===== src/rtl/sap_csr_pkg.sv =====
package sap_csr_pkg;
  localparam int NFLAG   = 5;
  localparam int NSTICKY = 3;
  // flag order inside the flag and enable groups
  localparam int FL_REQ  = 0;
  localparam int FL_WARN = 1;
  localparam int FL_ERR  = 2;
  localparam int FL_SYNC = 3;
  localparam int FL_WORD = 4;

  // next value of a sticky flag: hold forces clear, a new event beats a clear
  function automatic logic sticky_next(logic cur, logic clr, logic ev, logic hold);
    if (hold) return 1'b0;
    return ev | (cur & ~clr);
  endfunction

  function automatic logic any_irq(logic [NFLAG-1:0] flags, logic [NFLAG-1:0] ie);
    return |(flags & ie);
  endfunction
endpackage


===== src/rtl/sap_sticky_bank.sv =====
module sap_sticky_bank
  import sap_csr_pkg::*;
#(
  parameter int N = NSTICKY
) (
  input  logic         clk,
  input  logic         rst_n,
  input  logic         hold,
  input  logic [N-1:0] ev,
  input  logic [N-1:0] clr,
  output logic [N-1:0] flag
);
  for (genvar i = 0; i < N; i++) begin : g_bit
    logic q;
    always_ff @(posedge clk or negedge rst_n) begin
      if (!rst_n) q <= 1'b0;
      else        q <= sticky_next(q, clr[i], ev[i], hold);
    end
    assign flag[i] = q;

    AST_EVENT_WINS: assert property (@(posedge clk) disable iff (!rst_n)
      (ev[i] && !hold) |=> flag[i]);
    AST_STICKY_HOLD: assert property (@(posedge clk) disable iff (!rst_n)
      (flag[i] && !clr[i] && !hold) |=> flag[i]);
  end
endmodule


===== src/rtl/sap_port_enable.sv =====
module sap_port_enable (
  input  logic clk,
  input  logic rst_n,
  input  logic hold,
  input  logic set_cmd,
  input  logic drop_cmd,
  input  logic frame_end,
  output logic active,
  output logic cmd
);
  logic cmd_q, act_q;
  logic drain_done;

  assign drain_done = !cmd_q && frame_end;

  always_ff @(posedge clk or negedge rst_n) begin
    if (!rst_n) begin
      cmd_q <= 1'b0;
      act_q <= 1'b0;
    end else if (hold) begin
      cmd_q <= 1'b0;
      act_q <= 1'b0;
    end else begin
      if (set_cmd)       cmd_q <= 1'b1;
      else if (drop_cmd) cmd_q <= 1'b0;
      if (set_cmd)         act_q <= 1'b1;
      else if (drain_done) act_q <= 1'b0;
    end
  end

  assign active = act_q;
  assign cmd    = cmd_q;

  AST_DRAIN_HOLDS: assert property (@(posedge clk) disable iff (!rst_n)
    (active && !frame_end && !hold) |=> active);
  AST_DRAIN_ENDS: assert property (@(posedge clk) disable iff (!rst_n)
    (active && !cmd && frame_end && !hold && !set_cmd) |=> !active);
endmodule


===== src/rtl/sap_irq_dma.sv =====
module sap_irq_dma
  import sap_csr_pkg::*;
(
  input  logic [NFLAG-1:0] flags,
  input  logic [NFLAG-1:0] ie,
  input  logic             dma_en,
  output logic             irq,
  output logic             dma_req
);
  assign irq     = any_irq(flags, ie);
  assign dma_req = dma_en & flags[FL_REQ];
endmodule


===== src/rtl/sap_csr.sv =====
module sap_csr
  import sap_csr_pkg::*;
#(
  parameter int DATA_W    = 32,
  parameter int DMAEN_BIT = 0,
  parameter int IE_LSB    = 8,
  parameter int FLAG_LSB  = 16,
  parameter int SRST_BIT  = 24,
  parameter int FRST_BIT  = 25,
  parameter int PEN_BIT   = 31
) (
  input  logic              clk,
  input  logic              rst_n,
  input  logic              wr_en,
  input  logic [DATA_W-1:0] wr_data,
  output logic [DATA_W-1:0] rd_data,
  input  logic              ev_word,
  input  logic              ev_sync,
  input  logic              ev_fifo_err,
  input  logic              lvl_warn,
  input  logic              lvl_req,
  input  logic              frame_end,
  output logic              irq,
  output logic              dma_req,
  output logic              fifo_flush,
  output logic              port_rst,
  output logic              port_active
);
  localparam int STICKY_LSB = FLAG_LSB + FL_ERR;

  logic [NFLAG-1:0]   ie_q;
  logic               dmaen_q, srst_q, flush_q;
  logic               warn_q, req_q;
  logic [NSTICKY-1:0] sticky, ev_vec, clr_vec;
  logic [NFLAG-1:0]   flags;
  logic               pen_cmd;
  logic               unused_wr;

  assign unused_wr = ^wr_data;

  always_ff @(posedge clk or negedge rst_n) begin
    if (!rst_n) begin
      ie_q    <= '0;
      dmaen_q <= 1'b0;
      srst_q  <= 1'b0;
      flush_q <= 1'b0;
      warn_q  <= 1'b0;
      req_q   <= 1'b0;
    end else begin
      warn_q  <= lvl_warn;
      req_q   <= lvl_req;
      flush_q <= wr_en && wr_data[FRST_BIT];
      if (wr_en) begin
        ie_q    <= wr_data[IE_LSB +: NFLAG];
        dmaen_q <= wr_data[DMAEN_BIT];
        srst_q  <= wr_data[SRST_BIT];
      end
    end
  end

  assign ev_vec  = {ev_word, ev_sync, ev_fifo_err};
  assign clr_vec = wr_en ? wr_data[STICKY_LSB +: NSTICKY] : '0;

  sap_sticky_bank #(.N(NSTICKY)) u_sticky (
    .clk  (clk),
    .rst_n(rst_n),
    .hold (srst_q),
    .ev   (ev_vec),
    .clr  (clr_vec),
    .flag (sticky)
  );

  sap_port_enable u_pen (
    .clk      (clk),
    .rst_n    (rst_n),
    .hold     (srst_q),
    .set_cmd  (wr_en && wr_data[PEN_BIT]),
    .drop_cmd (wr_en && !wr_data[PEN_BIT]),
    .frame_end(frame_end),
    .active   (port_active),
    .cmd      (pen_cmd)
  );

  assign flags = {sticky, warn_q, req_q};

  sap_irq_dma u_out (
    .flags  (flags),
    .ie     (ie_q),
    .dma_en (dmaen_q),
    .irq    (irq),
    .dma_req(dma_req)
  );

  assign fifo_flush = flush_q;
  assign port_rst   = srst_q;

  always_comb begin
    rd_data = '0;
    rd_data[DMAEN_BIT]          = dmaen_q;
    rd_data[IE_LSB +: NFLAG]    = ie_q;
    rd_data[FLAG_LSB +: NFLAG]  = flags;
    rd_data[SRST_BIT]           = srst_q;
    rd_data[PEN_BIT]            = port_active;
  end

  AST_DMA_GATED: assert property (@(posedge clk) disable iff (!rst_n)
    dma_req |-> (rd_data[FLAG_LSB + FL_REQ] && rd_data[DMAEN_BIT]));
  AST_IRQ_SOURCE: assert property (@(posedge clk) disable iff (!rst_n)
    irq |-> (|(rd_data[FLAG_LSB +: NFLAG] & rd_data[IE_LSB +: NFLAG])));
  AST_FLUSH_ONESHOT: assert property (@(posedge clk) disable iff (!rst_n)
    (fifo_flush && !(wr_en && wr_data[FRST_BIT])) |=> !fifo_flush);
  AST_SRST_CLEARS: assert property (@(posedge clk) disable iff (!rst_n)
    ($past(port_rst) && port_rst) |-> (rd_data[STICKY_LSB +: NSTICKY] == '0 && !port_active && !pen_cmd));
endmodule


===== config.mk =====
export PLATFORM = sky130hd
export DESIGN_NAME = sap_csr
export DESIGN_NICKNAME = d
export VERILOG_FILES = /design/src/rtl/sap_csr_pkg.sv /design/src/rtl/sap_sticky_bank.sv /design/src/rtl/sap_port_enable.sv /design/src/rtl/sap_irq_dma.sv /design/src/rtl/sap_csr.sv
export SDC_FILE = /design/constraint.sdc
export NUM_CORES = 1
export LEC_CHECK = 0
export ABC_AREA = 1
export CAP_MARGIN = 20
export CORE_ASPECT_RATIO = 0.9
export CORE_MARGIN = 1
export CORE_UTILIZATION = 34
export CTS_BUF_LIST = sky130_fd_sc_hd__clkbuf_8
export DETAILED_ROUTE_END_ITERATION = 8
export PLACE_DENSITY = 0.95
export REMOVE_ABC_BUFFERS = 1
export SYNTH_ARGS = -nofsm -noshare
export SYNTH_HDL_FRONTEND = slang
export SYNTH_HIERARCHICAL = 1
export SYNTH_SLANG_ARGS = --single-unit

===== constraint.sdc =====
create_clock -name clk -period 2.2 [get_ports clk]
set_input_delay 0.33 -clock clk [delete_from_list [all_inputs] [get_ports clk]]
set_output_delay 0.33 -clock clk [all_outputs]
set_load 0.01 [all_outputs]

======== Word level (Yosys, flattened, before mapping) ========
Cells that the tools add are included.
operators by class
  muxes and demuxes ....................... 12
  bitwise operators ....................... 11
  reduce and logical (&&, ||, !) cells .... 9
operators with widths
  operator             number
  $mux W1              11
  $reduce_bool A3 Y1   2
  $and A5 B5 Y5        1
  $reduce_or A5 Y1     1
  $and A1 B1 Y1        4
  $logic_and A1 B1 Y1  4
  $mux W3              1
  $not A1 Y1           3
  $or A1 B1 Y1         3
  $logic_not A1 Y1     2
storage, ports and cells
  register bits after elaboration ......... 15
  output and inout port bits .............. 37
  word-level logic and storage cells ...... 43

======== Depth between registers and ports, before layout ========
Gate-level depths: netlist of the first run.
  depth after elaboration ................. 5
  gate-level depth with buffers ........... 6
  depth with buffers taken out ............ 5

======== Hierarchy ========
Netlist of the first run, hierarchy kept.
by module, submodules not included
  module           times used  cells an instance  area each (um^2)  sequential area each (um^2)
  sap_csr          1           69                 569.3             250.2
  sap_sticky_bank  1           18                 146.4             75.1
  sap_port_enable  1           12                 92.6              50.0
  sap_irq_dma      1           13                 51.3              0.0

======== Least setup slack after synthesis of the first run ========
Ideal clock, no wire load.
  path kind ............................... register to output
  from .................................... register u_sticky.g_bit[1].q
  to ...................................... output irq
  arrival ................................. 0.751 ns
  setup slack ............................. 1.119 ns
  stages on the path, launching flop included .. 6
  cells stage by stage .................... dfrtp_1 > buf_4 > nand2_1 > inv_1 > nor2_2 > nand2_1
on the way
  cells in the longest elaborated chain, start to end .. 2
ends and longest elaborated chain
  element                   RTL line               RTL
  start: declaration        sap_sticky_bank.sv:14  logic q;
  start signal: assignment  sap_sticky_bank.sv:17  else q <= sticky_next(q, clr[i], ev[i], hold);
  $and A5 B5 Y5             sap_csr_pkg.sv:18      return |(flags & ie);
  $reduce_or A5 Y1          sap_csr_pkg.sv:18
  end: declaration          sap_csr.sv:23          output logic irq,
Every way passes these cells.

======== Final worst setup path of the first run ========
  from .................................... register ie_q[1]
  to ...................................... output irq
on the way
  cells in the longest elaborated chain, start to end .. 2
ends and longest elaborated chain
  element                   RTL line           RTL
  start: declaration        sap_csr.sv:31      logic [NFLAG-1:0] ie_q;
  start signal: assignment  sap_csr.sv:54      ie_q <= wr_data[IE_LSB +: NFLAG];
  $and A5 B5 Y5             sap_csr_pkg.sv:18
  $reduce_or A5 Y1          sap_csr_pkg.sv:18
Every way passes these cells.

==> results.md, run 1 <==
* Setup CP Type: flop to output port
* Hold WC Path Type: input port to asynchronous set/reset pin
* Leak at 0.000649 µW
* Cell Area, Synth at 860 µm²
* Synth unique cells at 11
* RSZ-0062 raised after global routing: no
* Setup Viol. Count Final at 0
* Synth warn at 6
* Switching Share at 26.3%
* Die area at 2730 µm²
* Crit path top cell by count: nand2_1
* Clk_skew at 0.000457 ns
* CP Capture Type: output port
* Biggest registers after layout: ie_q (5), u_sticky/g_bit.q (3)
* Layout area overhead at 37.3%
* Max-Cap Viols at 0
* Tot GR Track Use at 12.1%
* Post-DP HPWL at 1280 µm
* Total power at 707 µW
* Cell Rows at 16
* Sw Pwr at 186 µW
* R2r startpoint: port_rst$_DFFE_PN0P_
* Worst path cell trace: nand2_1 -> nand2_1 -> nor2_2 -> nand2_1 -> clkdlybuf4s50_1
* Synth Register Bits at 15
* Worst r2r dst: u_pen/active$_DFFE_PN0P_
* Detailed Routing Iterations Pass 1 at 4
* Sequential power share at 45.1%
* Clock network power share at 29.8%
* Final hold vios at 0
* First-pass GRT wire length at 2350 µm
* # diodes at 0
* Worst path required time at 1.87 ns
* Highest Clock Rate at 583 MHz
* Mapped Avg Cell Area at 7.67 µm²
* Reg with most FFs: ie_q
* Fin. max-slew vios at 0
* Antenna Violating Nets Remaining at 0
* Longest Clk Path Bufs at 2
* CTS sink count at 15
* Reg clk slew, reported paths at 0.06 ns
* CORE AREA at 2280 µm²
* R2r setup slk at 1.36 ns
* Max reg flops at 5
* Int Pwr at 522 µW
* Cts repair resizes at 0
* Initial core utilization at 37.7%
* Final WS setup at 0.485 ns
* Status: finished clean
* Vias at 685
* FF-to-FF path depth at 2
* Remaining Overflow, GRT at 0
* Vias in the first global route at 565
* Peak VDD IR at 0.314 mV
* Crit path max-delay cell type: clkdlybuf4s50_1
* Post-CTS Setup Repair Bufs at 0
* Crit path time final at 1.71 ns
* Sequential fraction of the synthesis area at 43.7%
* Die height at 49.7 µm
* Share of cells above drive strength 1 at 3.45%
* Total CTS buffers at 3
* Largest net degree at the start of global routing at 16
* CTS tree: yes
* Fillcell total at 227
* Final GP Congestion at 0.723
* Slew HR at 56.0%
* Fin Hold WS at 0.493 ns
* PwrDens at 600 nW/µm²
* # H-tree levels at 1
* Worst slack, placed at 0.563 ns
* Initial antenna violation count at 0
* Post-DR vias/cell at 3.98
* Die Wd at 55 µm
* Combinational fraction of design power at 25.0%
* Average wire per standard cell at 9.17 µm
* CTS Root Cell: clkbuf_8
* Final Util at 51.7%
* Drt initial violations at 15
* DRC at 0
* Clk_lat worst skew at 0.24 ns
* Hold_buf cts at 0
* Final period util at 77.9%
* Worst-path maximum fanout at 3
* WP data arrival at 1.38 ns
* Layout Nets at 187
* Final wirelength at 1580 µm
* Worst Max-Slew Pin Slew at 0.658 ns
* Setup TNS at 0 ns
* # IOs at 78
* Gate Count Post-Synth at 112
* Buffers on Ports at 38
* Critical Path Start Type: flop
* Worst path max stage delay at 0.47 ns
-- power groups by stage --
stage	sequential (µW)	combinational (µW)	clock [µW]
2_1_floorplan	334	54.0	0
4_1_cts	320	179	219
3_5_place_dp	325	178	0
5_1_grt	323	196	231
3_3_place_gp	324	174	0
6_report	319	177	211
-- cell type report --
type,count,area (µm²),area share [%]
inverter,18,67.6,5.73
sequential,15,375,31.8
timing repair buffer,39,388,32.9
clock inverter,1,3.75,0.318
clock buffer,3,41.3,3.50
tap,27,33.8,2.86
multi-input combinational,69,270,22.9
-- metrics by stage --
| stage | area [µm²] | cells |
|---|---|---|
| final | 1180 | 172 |
| after global placement | 1130 | 168 |
| after CTS | 1180 | 172 |
| after floorplan | 713 | 102 |
| after detailed placement | 1130 | 168 |
| after global routing | 1180 | 172 |
-- kinds of logic (layout without fill, tap and decap cells) --
kind of cell,count (synthesis),in the layout,share of synthesized area (%)
compound gates,4,4,2.33
buf+inv,46,61,32.7
flops,15,15,43.7
other cells,1,19,0.436
simple gates,46,46,20.8
-- worst max path at each step --
stage                                        from                     to  slack, ns  cells past startpoint
floorplan           u_sticky/g_bit[1].q$_DFF_PN0_                    irq       1.19                      4
global placement                            wr_en  u_pen/cmd$_DFFE_PN0P_       0.60                      6
detailed placement                          wr_en  u_pen/cmd$_DFFE_PN0P_       0.56                      6
CTS                           ie_q[1]$_DFFE_PN0P_                    irq       0.47                      5
global route        u_sticky/g_bit[1].q$_DFF_PN0_                    irq       0.42                      5
finish                        ie_q[1]$_DFFE_PN0P_                    irq       0.49                      5
-- synthesized netlist by cell type --
master   count  area [µm²]
conb_1       1        3.75
nand2_1     41         154
nor2_2       1        6.26
inv_1       18        67.6
buf_4       27         203
nor2_1       2        7.51
buf_6        1        11.3
nand3_1      1        5.00
or2_1        1        6.26
a21oi_1      4        20.0
dfrtp_1     15         375
-- metal layers --
metal	global-route usage, %	vias to the layer above	part of all wire, %
met5	0	-	0
met4	5.00	0	0.89
met3	4.01	2	9.9
met2	19.5	31	48
met1	14.4	310	41
li1	-	342	-
-- cells in the final DEF, fill, tap and decap left out, types with 2 or more instances in the layout --
master and instances:
nand2_1 41, clkdlybuf4s50_1 38, inv_1 19, conb_1 19, dfrtp_1 15, a21oi_1 4
clkbuf_8 3, nor2_1 2
-- critical path: cells and delay by family (launching register included) --
kind                   cells  cell delay (ns)
buffers and inverters      1             0.47
flip-flops                 1             0.40
AND/OR/NAND/NOR            4             0.28
(Power assumes the default switching activity.)
==> inputs of run 2 (changes only) <==
Settings changed: CORE_UTILIZATION 34 to 28, PLACE_DENSITY 0.95 to 0.89.
Clock period 2.2 ns to 1.45 ns, I/O delays scaled along.
==> results.md, run 2 (synthesis results as in run 1) <==
* DRC at 0
* Longest Clk Path Bufs at 2
* # H-tree levels at 1
* Final WS setup at 0.0654 ns
* PwrDens at 897 nW/µm²
* Worst path max stage delay at 0.55 ns
* Status: finished clean
* Post-DR vias/cell at 3.60
* Worst slack, placed at 0.0254 ns
* Crit path max-delay cell type: clkdlybuf4s50_1
* Peak VDD IR at 0.505 mV
* Final period util at 95.5%
* Max-Cap Viols at 0
* # diodes at 0
* Layout area overhead at 41.8%
* CTS sink count at 15
* Placed Cells at 184
* Top delay family on crit path: buffers and inverters
* Crit path time final at 1.38 ns
* Non-filler cells, final at 188
* Worst path cell trace: clkdlybuf4s50_1
* Cell Rows at 18
* Final wirelength at 1700 µm
* Die Wd at 60.4 µm
* CP Capture Type: output port
* RSZ-0062 raised after global routing: no
* Worst path required time at 1.23 ns
* Clk_lat worst skew at 0.24 ns
* CTS Root Cell: clkbuf_8
* Combinational fraction of design power at 25.4%
* Initial antenna violation count at 0
* Post-DP HPWL at 1370 µm
* Worst-path maximum fanout at 3
* Buffers on Ports at 38
* Layout Nets at 190
* Fin area at 1220 µm²
* Final GP Congestion at 0.661
* Sequential power share at 44.0%
* Clock network power share at 30.6%
* Setup Viol. Count Final at 0
* Commonest cells after routing, fill and taps aside: 41 x nand2_1, 36 x clkdlybuf4s50_1, 19 x conb_1
* Die height at 54.6 µm
* Fin. max-slew vios at 0
* First-pass GRT wire length at 2740 µm
* Total CTS buffers at 3
* Int Pwr at 798 µW
* Setup TNS at 0 ns
* Leak at 0.000666 µW
* Final hold vios at 0
* Detailed Routing Iterations Pass 1 at 4
* Remaining Overflow, GRT at 0
* Critical Path Start Type: flop
* Largest net degree at the start of global routing at 16
* Initial core utilization at 30.3%
* Biggest registers after layout: ie_q (5), u_sticky/g_bit.q (3)
* Fin Hold WS at 0.280 ns
* Vias at 676
* Share of cells above drive strength 1 at 6.08%
* Reg clk slew, reported paths at 0.06 ns
* Switching Share at 27.1%
* Die area at 3300 µm²
* Drt initial violations at 10
* Reg with most FFs: ie_q
* Highest Clock Rate at 722 MHz
* Clk_skew at 0.000967 ns
* Antenna Violating Nets Remaining at 0
* Sw Pwr at 296 µW
* Vias in the first global route at 626
* Setup CP Type: flop to output port
* Tot GR Track Use at 11.9%
* Average wire per standard cell at 9.04 µm
* CTS tree: yes
* WP data arrival at 1.17 ns
* Max reg flops at 5
* Most common cell after layout, fill and taps aside: nand2_1
* Hold WC Path Type: input port to asynchronous set/reset pin
* Fillcell total at 301
* CORE AREA at 2840 µm²
* CP bufs+invs at 1
* # IOs at 78
* Area after DPL at 1170 µm²
[run 2: cell type report]
type,count,area (µm²),share of cell area [%]
sequential,15,375,30.8
tap,40,50.0,4.11
timing repair buffer,42,409,33.6
clock buffer,3,41.3,3.39
inverter,18,67.6,5.54
multi-input combinational,69,270,22.2
clock inverter,1,5.00,0.411
[run 2: layer usage]
layer  part of all wire [%]  routed length (µm)  global-route usage [%]  up-vias
li1                       -                   -                       -      347
met1                     41                 699                    13.0      300
met2                     52                 887                    22.0       29
met3                    6.6                 112                    5.44        0
met4                      0                   0                    1.16        0
met5                      0                   0                       0        -
[run 2: final timing paths]
check	endpoint	slack, ns	depth (start not counted)	startpoint
worst min register to register	ie_q[2]$_DFFE_PN0P_	0.49	2	ie_q[2]$_DFFE_PN0P_
min in group clk	req_q$_DFF_PN0_	0.42	1	lvl_req
worst max-delay path	rd_data[11]	0.07	1	ie_q[3]$_DFFE_PN0P_
max in group asynchronous	u_sticky/g_bit[2].q$_DFF_PN0_	1.00	2	rst_n
worst max register to register	u_pen/active$_DFFE_PN0P_	0.56	3	port_rst$_DFFE_PN0P_
worst min-delay path	req_q$_DFF_PN0_	0.28	2	rst_n
[run 2: through the flow]
| step | util, % | power, µW |
|---|---|---|
| after floorplan | - | 589 |
| after global placement | 41.4 | 769 |
| after detailed placement | 41.4 | 774 |
| after CTS | 42.9 | 1110 |
| after global routing | 42.9 | 1170 |
| final | 42.9 | 1090 |
[run 2: power groups by stage]
stage,logic (µW),clock network [µW],registers (µW)
4_1_cts,280,352,482
3_5_place_dp,284,0,490
6_report,277,335,481
3_3_place_gp,280,0,489
2_1_floorplan,82.0,0,507
5_1_grt,312,369,488
[run 2: repair_timing]
item	CTS	global route
setup buffers	0	0
hold buffers	0	0
cloned	0	0
hold endpoints to repair	0	0
endpoints found under the setup margin	2	1
resized for setup	2	1
